<file path="config.mk">
export PLATFORM = sky130hd
export DESIGN_NAME = rng_outbuf
export DESIGN_NICKNAME = d
export VERILOG_FILES = /design/src/rtl/rng_outbuf_pkg.sv /design/src/rtl/rng_lfsr.sv /design/src/rtl/rng_refill_timer.sv /design/src/rtl/rng_fifo.sv /design/src/rtl/rng_outbuf.sv
export SDC_FILE = /design/constraint.sdc
export NUM_CORES = 1
export LEC_CHECK = 0
export BUFFER_PORTS_ARGS = -buffer_cell sky130_fd_sc_hd__buf_2
export CAP_MARGIN = 10
export CORE_ASPECT_RATIO = 2
export CORE_MARGIN = 2
export CORE_UTILIZATION = 40
export DETAILED_ROUTE_END_ITERATION = 7
export GPL_ROUTABILITY_DRIVEN = 1
export SLEW_MARGIN = 10
export SYNTH_ARGS = -nofsm -noshare
export SYNTH_HDL_FRONTEND = slang
export SYNTH_SLANG_ARGS = --single-unit
export TNS_END_PERCENT = 1
</file>
<file path="constraint.sdc">
create_clock -name clk -period 7.61 [get_ports clk]
set_clock_uncertainty 0.2 [all_clocks]
set_input_delay 0.761 -clock clk [delete_from_list [all_inputs] [get_ports clk]]
set_output_delay 0.761 -clock clk [all_outputs]
set_load 0.02 [all_outputs]
</file>
<file path="src/rtl/rng_outbuf_pkg.sv">
package rng_outbuf_pkg;

    typedef enum logic [1:0] {
        ST_RESET = 2'd0,
        ST_IDLE  = 2'd1,
        ST_FILL  = 2'd2
    } rng_state_e;

    localparam int unsigned REG_AW = 3;

    localparam logic [REG_AW-1:0] ADDR_CTRL  = 3'd0;
    localparam logic [REG_AW-1:0] ADDR_STAT  = 3'd1;
    localparam logic [REG_AW-1:0] ADDR_ERR   = 3'd2;
    localparam logic [REG_AW-1:0] ADDR_START = 3'd3;
    localparam logic [REG_AW-1:0] ADDR_DATA  = 3'd4;

    localparam int unsigned STAT_CNT_LSB = 16;
    localparam int unsigned ERR_PAIR_BIT = 0;
    localparam int unsigned ERR_UFL_BIT  = 1;

endpackage

</file>
<file path="src/rtl/rng_lfsr.sv">
module rng_lfsr #(
    parameter int unsigned     W    = 64,
    parameter logic [W-1:0]    SEED = 64'h0123_4567_89AB_CDEF,
    parameter logic [W-1:0]    TAPS = 64'hD800_0000_0000_0000
) (
    input  logic         clk,
    input  logic         rst_n,
    input  logic         reload,
    input  logic         advance,
    output logic [W-1:0] value
);

    logic feedback;

    assign feedback = ^(value & TAPS);

    always_ff @(posedge clk or negedge rst_n) begin
        if (!rst_n) begin
            value <= SEED;
        end else if (reload) begin
            value <= SEED;
        end else if (advance) begin
            value <= {value[W-2:0], feedback};
        end
    end

    // the generator never collapses to the all-zero lock-up state
    a_r6_lfsr_nonzero: assert property (@(posedge clk) disable iff (!rst_n)
        value != '0);

endmodule

</file>
<file path="src/rtl/rng_refill_timer.sv">
module rng_refill_timer #(
    parameter int unsigned INTERVAL = 256
) (
    input  logic clk,
    input  logic rst_n,
    input  logic enable,
    output logic tick
);

    localparam int unsigned CW = (INTERVAL > 1) ? $clog2(INTERVAL) : 1;
    localparam logic [CW-1:0] LAST = CW'(INTERVAL - 1);

    logic [CW-1:0] cnt;

    assign tick = enable && (cnt == LAST);

    always_ff @(posedge clk or negedge rst_n) begin
        if (!rst_n) begin
            cnt <= '0;
        end else if (!enable || tick) begin
            cnt <= '0;
        end else begin
            cnt <= cnt + 1'b1;
        end
    end

    // ticks are never back to back
    a_r3_tick_spacing: assert property (@(posedge clk) disable iff (!rst_n)
        tick |=> !tick);

endmodule

</file>
<file path="src/rtl/rng_fifo.sv">
module rng_fifo #(
    parameter int unsigned W     = 64,
    parameter int unsigned DEPTH = 8
) (
    input  logic                         clk,
    input  logic                         rst_n,
    input  logic                         flush,
    input  logic                         push,
    input  logic [W-1:0]                 push_data,
    input  logic                         pop,
    output logic [W-1:0]                 head,
    output logic [$clog2(DEPTH+1)-1:0]   count,
    output logic                         full,
    output logic                         empty
);

    localparam int unsigned PW = (DEPTH > 1) ? $clog2(DEPTH) : 1;
    localparam int unsigned CW = $clog2(DEPTH + 1);
    localparam logic [PW-1:0] LAST_PTR = PW'(DEPTH - 1);

    logic [W-1:0]  mem [DEPTH];
    logic [PW-1:0] wr_ptr;
    logic [PW-1:0] rd_ptr;
    logic          do_push;
    logic          do_pop;

    assign full    = (count == CW'(DEPTH));
    assign empty   = (count == '0);
    assign head    = mem[rd_ptr];
    assign do_push = push && !full;
    assign do_pop  = pop && !empty;

    always_ff @(posedge clk) begin
        if (do_push && !flush) begin
            mem[wr_ptr] <= push_data;
        end
    end

    always_ff @(posedge clk or negedge rst_n) begin
        if (!rst_n) begin
            wr_ptr <= '0;
            rd_ptr <= '0;
            count  <= '0;
        end else if (flush) begin
            wr_ptr <= '0;
            rd_ptr <= '0;
            count  <= '0;
        end else begin
            if (do_push) begin
                wr_ptr <= (wr_ptr == LAST_PTR) ? '0 : wr_ptr + 1'b1;
            end
            if (do_pop) begin
                rd_ptr <= (rd_ptr == LAST_PTR) ? '0 : rd_ptr + 1'b1;
            end
            case ({do_push, do_pop})
                2'b10:   count <= count + 1'b1;
                2'b01:   count <= count - 1'b1;
                default: count <= count;
            endcase
        end
    end

    // occupancy never exceeds the depth
    a_r4_no_overflow: assert property (@(posedge clk) disable iff (!rst_n)
        count <= CW'(DEPTH));

    // the refill source never offers an entry to a full buffer
    a_r4_push_not_full: assert property (@(posedge clk) disable iff (!rst_n)
        push |-> !full);

endmodule

</file>
<file path="src/rtl/rng_outbuf.sv">
module rng_outbuf
    import rng_outbuf_pkg::*;
#(
    parameter int unsigned  DEPTH      = 8,
    parameter int unsigned  INTERVAL   = 256,
    parameter int unsigned  RST_CYCLES = 8,
    parameter logic [63:0]  SEED       = 64'h0123_4567_89AB_CDEF
) (
    input  logic              clk,
    input  logic              rst_n,
    input  logic              reg_wr,
    input  logic              reg_rd,
    input  logic [2:0]        reg_addr,
    input  logic [31:0]       reg_wdata,
    output logic [31:0]       reg_rdata,
    output logic              err_irq
);

    localparam int unsigned ENTRY_W = 64;
    localparam int unsigned HALF_W  = ENTRY_W / 2;
    localparam int unsigned CNT_W   = $clog2(DEPTH + 1);
    localparam int unsigned RCW     = (RST_CYCLES > 1) ? $clog2(RST_CYCLES) : 1;
    localparam logic [RCW-1:0] RST_LAST = RCW'(RST_CYCLES - 1);

    rng_state_e state;
    rng_state_e state_nxt;

    logic [RCW-1:0]     rst_cnt;
    logic               rst_done;
    logic               soft_rst_wr;
    logic               start_wr;
    logic               data_rd;
    logic               any_access;

    logic               ready;
    logic               timer_en;
    logic               fifo_flush;
    logic               lfsr_reload;

    logic               tick;
    logic               push;
    logic               pop;
    logic [ENTRY_W-1:0] gen_value;
    logic [ENTRY_W-1:0] head;
    logic [CNT_W-1:0]   fifo_count;
    logic               fifo_full;
    logic               fifo_empty;

    logic               half_pend;
    logic               err_pair;
    logic               err_ufl;
    logic [31:0]        stat_word;
    logic [31:0]        err_word;
    logic               unused_wdata;

    assign unused_wdata = ^reg_wdata[31:1];

    // Register access decode
    assign any_access  = reg_wr || reg_rd;
    assign data_rd     = reg_rd && (reg_addr == ADDR_DATA);
    assign soft_rst_wr = reg_wr && (reg_addr == ADDR_CTRL) && reg_wdata[0];
    assign start_wr    = reg_wr && (reg_addr == ADDR_START);
    assign rst_done    = (rst_cnt == RST_LAST);

    // Next-state logic
    always_comb begin
        state_nxt = state;
        unique case (state)
            ST_RESET: if (rst_done) state_nxt = ST_IDLE;
            ST_IDLE:  if (start_wr) state_nxt = ST_FILL;
            ST_FILL:  state_nxt = ST_FILL;
            default:  state_nxt = ST_RESET;
        endcase
        if (soft_rst_wr) begin
            state_nxt = ST_RESET;
        end
    end

    // State register
    always_ff @(posedge clk or negedge rst_n) begin
        if (!rst_n) begin
            state <= ST_RESET;
        end else begin
            state <= state_nxt;
        end
    end

    // Reset-hold counter
    always_ff @(posedge clk or negedge rst_n) begin
        if (!rst_n) begin
            rst_cnt <= '0;
        end else if (soft_rst_wr || state != ST_RESET) begin
            rst_cnt <= '0;
        end else if (!rst_done) begin
            rst_cnt <= rst_cnt + 1'b1;
        end
    end

    // State-decoded outputs
    always_comb begin
        ready       = 1'b1;
        timer_en    = 1'b0;
        fifo_flush  = 1'b0;
        lfsr_reload = 1'b0;
        unique case (state)
            ST_RESET: begin
                ready       = 1'b0;
                fifo_flush  = 1'b1;
                lfsr_reload = 1'b1;
            end
            ST_IDLE: begin
                ready = 1'b1;
            end
            ST_FILL: begin
                timer_en = 1'b1;
            end
            default: begin
                ready = 1'b0;
            end
        endcase
    end

    assign push = tick && !fifo_full;
    assign pop  = data_rd && half_pend && !fifo_empty && !fifo_flush;

    rng_refill_timer #(
        .INTERVAL (INTERVAL)
    ) u_timer (
        .clk    (clk),
        .rst_n  (rst_n),
        .enable (timer_en),
        .tick   (tick)
    );

    rng_lfsr #(
        .W    (ENTRY_W),
        .SEED (SEED),
        .TAPS (64'hD800_0000_0000_0000)
    ) u_lfsr (
        .clk     (clk),
        .rst_n   (rst_n),
        .reload  (lfsr_reload),
        .advance (push),
        .value   (gen_value)
    );

    rng_fifo #(
        .W     (ENTRY_W),
        .DEPTH (DEPTH)
    ) u_fifo (
        .clk       (clk),
        .rst_n     (rst_n),
        .flush     (fifo_flush),
        .push      (push),
        .push_data (gen_value),
        .pop       (pop),
        .head      (head),
        .count     (fifo_count),
        .full      (fifo_full),
        .empty     (fifo_empty)
    );

    // Status and error words
    always_comb begin
        stat_word = '0;
        stat_word[0] = ready;
        stat_word[STAT_CNT_LSB +: CNT_W] = fifo_count;
        err_word = '0;
        err_word[ERR_PAIR_BIT] = err_pair;
        err_word[ERR_UFL_BIT]  = err_ufl;
    end

    // Half-word sequencing and sticky errors
    always_ff @(posedge clk or negedge rst_n) begin
        if (!rst_n) begin
            half_pend <= 1'b0;
            err_pair  <= 1'b0;
            err_ufl   <= 1'b0;
        end else if (state == ST_RESET || soft_rst_wr) begin
            half_pend <= 1'b0;
            err_pair  <= 1'b0;
            err_ufl   <= 1'b0;
        end else if (data_rd) begin
            if (fifo_empty) begin
                err_ufl <= 1'b1;
            end else begin
                half_pend <= !half_pend;
            end
        end else if (half_pend && any_access) begin
            err_pair  <= 1'b1;
            half_pend <= 1'b0;
        end
    end

    // Read data register
    always_ff @(posedge clk or negedge rst_n) begin
        if (!rst_n) begin
            reg_rdata <= '0;
        end else if (reg_rd) begin
            unique case (reg_addr)
                ADDR_STAT: reg_rdata <= stat_word;
                ADDR_ERR:  reg_rdata <= err_word;
                ADDR_DATA: begin
                    if (fifo_empty) begin
                        reg_rdata <= '0;
                    end else if (half_pend) begin
                        reg_rdata <= head[ENTRY_W-1:HALF_W];
                    end else begin
                        reg_rdata <= head[HALF_W-1:0];
                    end
                end
                default:   reg_rdata <= '0;
            endcase
        end
    end

    assign err_irq = err_pair || err_ufl;

    // a software-reset write always lands in the reset state
    a_r10_soft_reset_enters: assert property (@(posedge clk) disable iff (!rst_n)
        soft_rst_wr |=> (state == ST_RESET));

    // an empty data read raises the underflow bit
    a_r7_underflow_flag: assert property (@(posedge clk) disable iff (!rst_n)
        (data_rd && fifo_empty && state != ST_RESET && !soft_rst_wr) |=> err_ufl);

    // error bits stay set until a software reset
    a_r9_sticky_ufl: assert property (@(posedge clk) disable iff (!rst_n)
        (err_ufl && !soft_rst_wr) |=> err_ufl);
    a_r9_sticky_pair: assert property (@(posedge clk) disable iff (!rst_n)
        (err_pair && !soft_rst_wr) |=> err_pair);

    // occupancy cannot grow outside the filling state
    a_r2_no_growth_idle: assert property (@(posedge clk) disable iff (!rst_n)
        (state != ST_FILL) |=> (fifo_count <= $past(fifo_count)));

    // an entry leaves only after its low half has been read
    a_r6_pop_on_second: assert property (@(posedge clk) disable iff (!rst_n)
        (!half_pend && state != ST_RESET) |=> (fifo_count >= $past(fifo_count)));

endmodule

</file>
==> metrics list <==
* Global route total overflow: 0
- For this run, global-route usage on met1 was measured as 21.00%.
* Top cells by area in the synthesized netlist: sky130_fd_sc_hd__edfxtp_1 63%, sky130_fd_sc_hd__mux4_2 12%, sky130_fd_sc_hd__dfrtp_1 9.2%
- Final setup viols: 0
- In this run, distinct cell masters in the synthesized netlist total 47.
- The worst register-to-register path begins at u_timer.cnt[0]$_DFF_PN0_.
- Type of the setup path with the least slack: reg -> reg
* Setup slack after placement: ~3500 ps
- The tool flagged a number of max-cap violations equal to 0.
* Cell at the slowest stage of the critical path: sky130_fd_sc_hd__nor2_4
- From synthesis to final layout, the design area changed by 11.39%.
* Switching Fraction: 20.95%
* Lkg Pwr: 0.007440 µW
* Number of sinks handled by clock tree synthesis: roughly 630
* Total detailed-routing wirelength: roughly 53000 µm
* Maximum level of the CTS H-tree: 2
- In this run, synthesis produced a sequential element count of 634.
* Layout cells sized above 1: 23.96%
* Number of instances in the synthesized netlist: 1354
* Clock transition at the registers of the reported paths: 70 ps
- Last weighted congestion value of the routability-driven placer: 0.7202
* Worst EP arrival: 4070 ps
- The floorplan step set the die width to around 180 µm.
- In this run the remaining antenna-violating nets after routing total 0.
- Via count: 12140
- CTS placed an instance of sky130_fd_sc_hd__clkbuf_16 at the clock tree root.
- The run finished with clean final reports.
- The final hold violation count came to 0.
* Post-Layout Cell Count: 2216
- Clock insertion delay at the later pin of the skew report: 590 ps
- The number of cells on the worst reg-to-reg path is 6.
* Die area: about 0.064 mm²
- After detailed placement, the design holds a cell count of 2122.
* Sequence of cells on the critical path: ha_1 -> and4_1 -> and4_4 -> nand3b_1 -> nor2_4 -> buf_4
- Final critical-path share of the clock period: 53.35%
- Cell area after synthesis: 0.02458 mm²
* Met2 Resource Use GR: 30.94%
- Longest Clk Path Bufs: 3
* CP Launch Type: flip-flop
- When the netlist entered floorplanning its net count stood at ~1400.
* Total of buffers placed on input and output ports: 40
* Nets: 1444
- Among all cell types in the netlist, the one instantiated most often is sky130_fd_sc_hd__edfxtp_1.
* Clock share of power: about 40%
* FFs w/ async S/R, synth: between 10% and 20%
- Overall Global Routing Usage: between 15 and 20%
- Per report_power, the sequential group accounts for 55.7% of the total.
* Starting density of the core: 40.39%
- For the pin with the worst max-slew slack, the measured transition is ~1100 ps.
* Data required time of the critical path: 7620 ps
- Peak supply drop: 163.1 µV
- The commonest cells after synthesis are 512 x sky130_fd_sc_hd__edfxtp_1, 198 x sky130_fd_sc_hd__nand2_1, 126 x sky130_fd_sc_hd__mux4_2.
- FF-to-FF End: u_fifo.mem[3][52]$_DFFE_PP_
- Max-slew violation count: 0
- For this run, the slowest stage of the critical path takes 860 ps.
- Final worst-path setup slack: 3550 ps
* Final critical-path required period: 4060 ps
- Dividing the detail-routed via count by the number of cells gives 5.480.
- TritonCTS built the clock tree.
- In the final timing run, aggregate negative setup slack is 0 ps.
- Post-CTS setup buffer count: 0
* Number of rows created at floorplan: 128
- Post-CTS repair changed the size of 0 cells.
* Post-detailed-placement half-perimeter wirelength: 27710 µm
* Flip-flop cell with the highest count after synthesis: sky130_fd_sc_hd__edfxtp_1
- Count of flip-flops with a built-in enable after synthesis: 512
* First-pass iteration count of the detailed router: 4
* Number of warnings issued by yosys: 0
- Met3 track utilization from global routing: 2.121%
- Number of ports placed on the die boundary: around 70
- The min-delay analysis places its worst path in the category in -> async.
- Sequential element share of the synthesized area: 75.13%
* DRC violation count after routing: 0
* Unrepaired setup endpoints after global routing: no
- The number of hold buffers added after CTS was 0.
- met2 is the most crowded layer.
* Type of element capturing the critical path: flip-flop
* Synth top area share: 62.55%
- FF-to-FF setup slack: 3550 ps
* Antenna cell count: 0
- The synthesized design spends more area on one cell type than any other, namely sky130_fd_sc_hd__edfxtp_1.
- Counting the buffers created by CTS gives 50.
- Global-route wire length before repair: 80950 µm
- Dividing the detail-routed wire length by the instance count gives 23.72 µm.
* Cell internal pwr: around 5300 µW
- In this run the worst path has a maximum fanout of 38.
- Entering global routing, the biggest net connects 79 pins.
- Pwr/cell area: 244.6 mW/mm²
- Static timing analysis puts the maximum clock frequency at 246.3 MHz.
- Combinational logic burns 4.0% of the power.
* Net switching power of the design: 1403 µW
- The initial antenna violation count was 0.
- Area of the core region: 0.06086 mm²
- The worst pin sits at a relative slew slack of 29.26%.
- After the first detailed-routing iteration, the DRC count stood at between 800 and 900.
* Synthesized area per cell: 18.15 µm²
* Via count of the first global-routing pass: 13230
* Die Y: 354.6 µm
power by group through the flow:
stage          clock (µW)  combinational, µW  sequential, µW
2_1_floorplan           0                167            3800
5_1_grt              2880                289            3730
6_report             2700                265            3730
4_1_cts              2760                265            3730
3_3_place_gp            0                256            3800
3_5_place_dp            0                267            3810
critical path: cells and delay by family (launching register included):
family | cells | cell delay [ps]
fa+ha+maj | 1 | 220
flops | 1 | 390
simple gates | 4 | 2160
buf+inv | 1 | 680
final cells by class:
cell class,count,area [µm²]
fillers,5260,33480
flip-flops and latches,634,18480
multi-input cells,638,5829
clock buffers,67,1429
well taps,780,975.9
repair buffers,62,371.6
clock inverters,27,265.3
inverters,8,30.03
registers in the layout, indices dropped and copies added, names as in the netlist:
name	count
u_fifo.mem	512
u_lfsr.value	64
reg_rdata	32
u_timer.cnt	8
u_fifo.count	4
rst_cnt	3
u_fifo.rd_ptr	3
u_fifo.wr_ptr	3
state	2
err_pair	1
err_ufl	1
half_pend	1
routing by layer:
metal	routed length [µm]	vias to the layer above
met2	28270	281
met1	20660	6471
li1	-	5307
met3	2132	84
met4	1507	0
met5	0	-
metrics by stage:
stage / util (%) / power [µW] / hold slack [ps] / area (µm²)
4_1_cts: 44.99 / 6758 / 94.40 / 27380
3_5_place_dp: 42.21 / 4073 / 307.0 / 25690
3_3_place_gp: 42.21 / 4060 / 272.8 / 25690
5_1_grt: 44.99 / 6900 / 114.9 / 27380
2_1_floorplan: - / 3970 / 253.2 / 24580
6_report: 44.99 / 6697 / 59.60 / 27380
kinds of logic after synthesis:
kind of cell               synth area share (%)
DFF                                       75.13
and+or+nand+nor                           6.526
muxes                                     13.05
AOI/OAI and AO/OA                         2.820
buffers and inverters                     1.446
xor gates and xnor gates                 0.4632
adders and majority gates                0.5599
how the worst max path moves through the flow:
stage,startpoint,to,slack [ps],depth (start not counted)
finish,u_timer.cnt[0]$_DFF_PN0_,u_fifo.mem[3][52]$_DFFE_PP_,3550,6
global route,u_timer.cnt[0]$_DFF_PN0_,u_fifo.mem[3][52]$_DFFE_PP_,3280,6
CTS,u_timer.cnt[0]$_DFF_PN0_,u_fifo.mem[3][52]$_DFFE_PP_,3460,6
detailed placement,u_timer.cnt[0]$_DFF_PN0_,u_fifo.mem[3][48]$_DFFE_PP_,3470,6
global placement,u_timer.cnt[0]$_DFF_PN0_,u_fifo.mem[3][49]$_DFFE_PP_,3550,6
floorplan,u_timer.cnt[0]$_DFF_PN0_,u_fifo.mem[1][0]$_DFFE_PP_,1030,7
cell usage in the layout (no fill, tap or decap), types with 10 or more instances in the layout:
master and instances:
sky130_fd_sc_hd__dfrtp_1 87, sky130_fd_sc_hd__nor2b_1 28, sky130_fd_sc_hd__edfxtp_1 512, sky130_fd_sc_hd__buf_4 22, sky130_fd_sc_hd__nand3_1 12, sky130_fd_sc_hd__clkbuf_16 53
sky130_fd_sc_hd__buf_2 39, sky130_fd_sc_hd__mux2_2 23, sky130_fd_sc_hd__nor2_1 24, sky130_fd_sc_hd__nand3b_1 34, sky130_fd_sc_hd__mux4_2 126, sky130_fd_sc_hd__ha_1 10
sky130_fd_sc_hd__clkinv_2 10, sky130_fd_sc_hd__dfstp_2 32, sky130_fd_sc_hd__mux2i_1 10, sky130_fd_sc_hd__a22oi_1 30, sky130_fd_sc_hd__a21oi_1 66, sky130_fd_sc_hd__nand2_1 198
No activity file was read; power rests on OpenSTA's default activity.
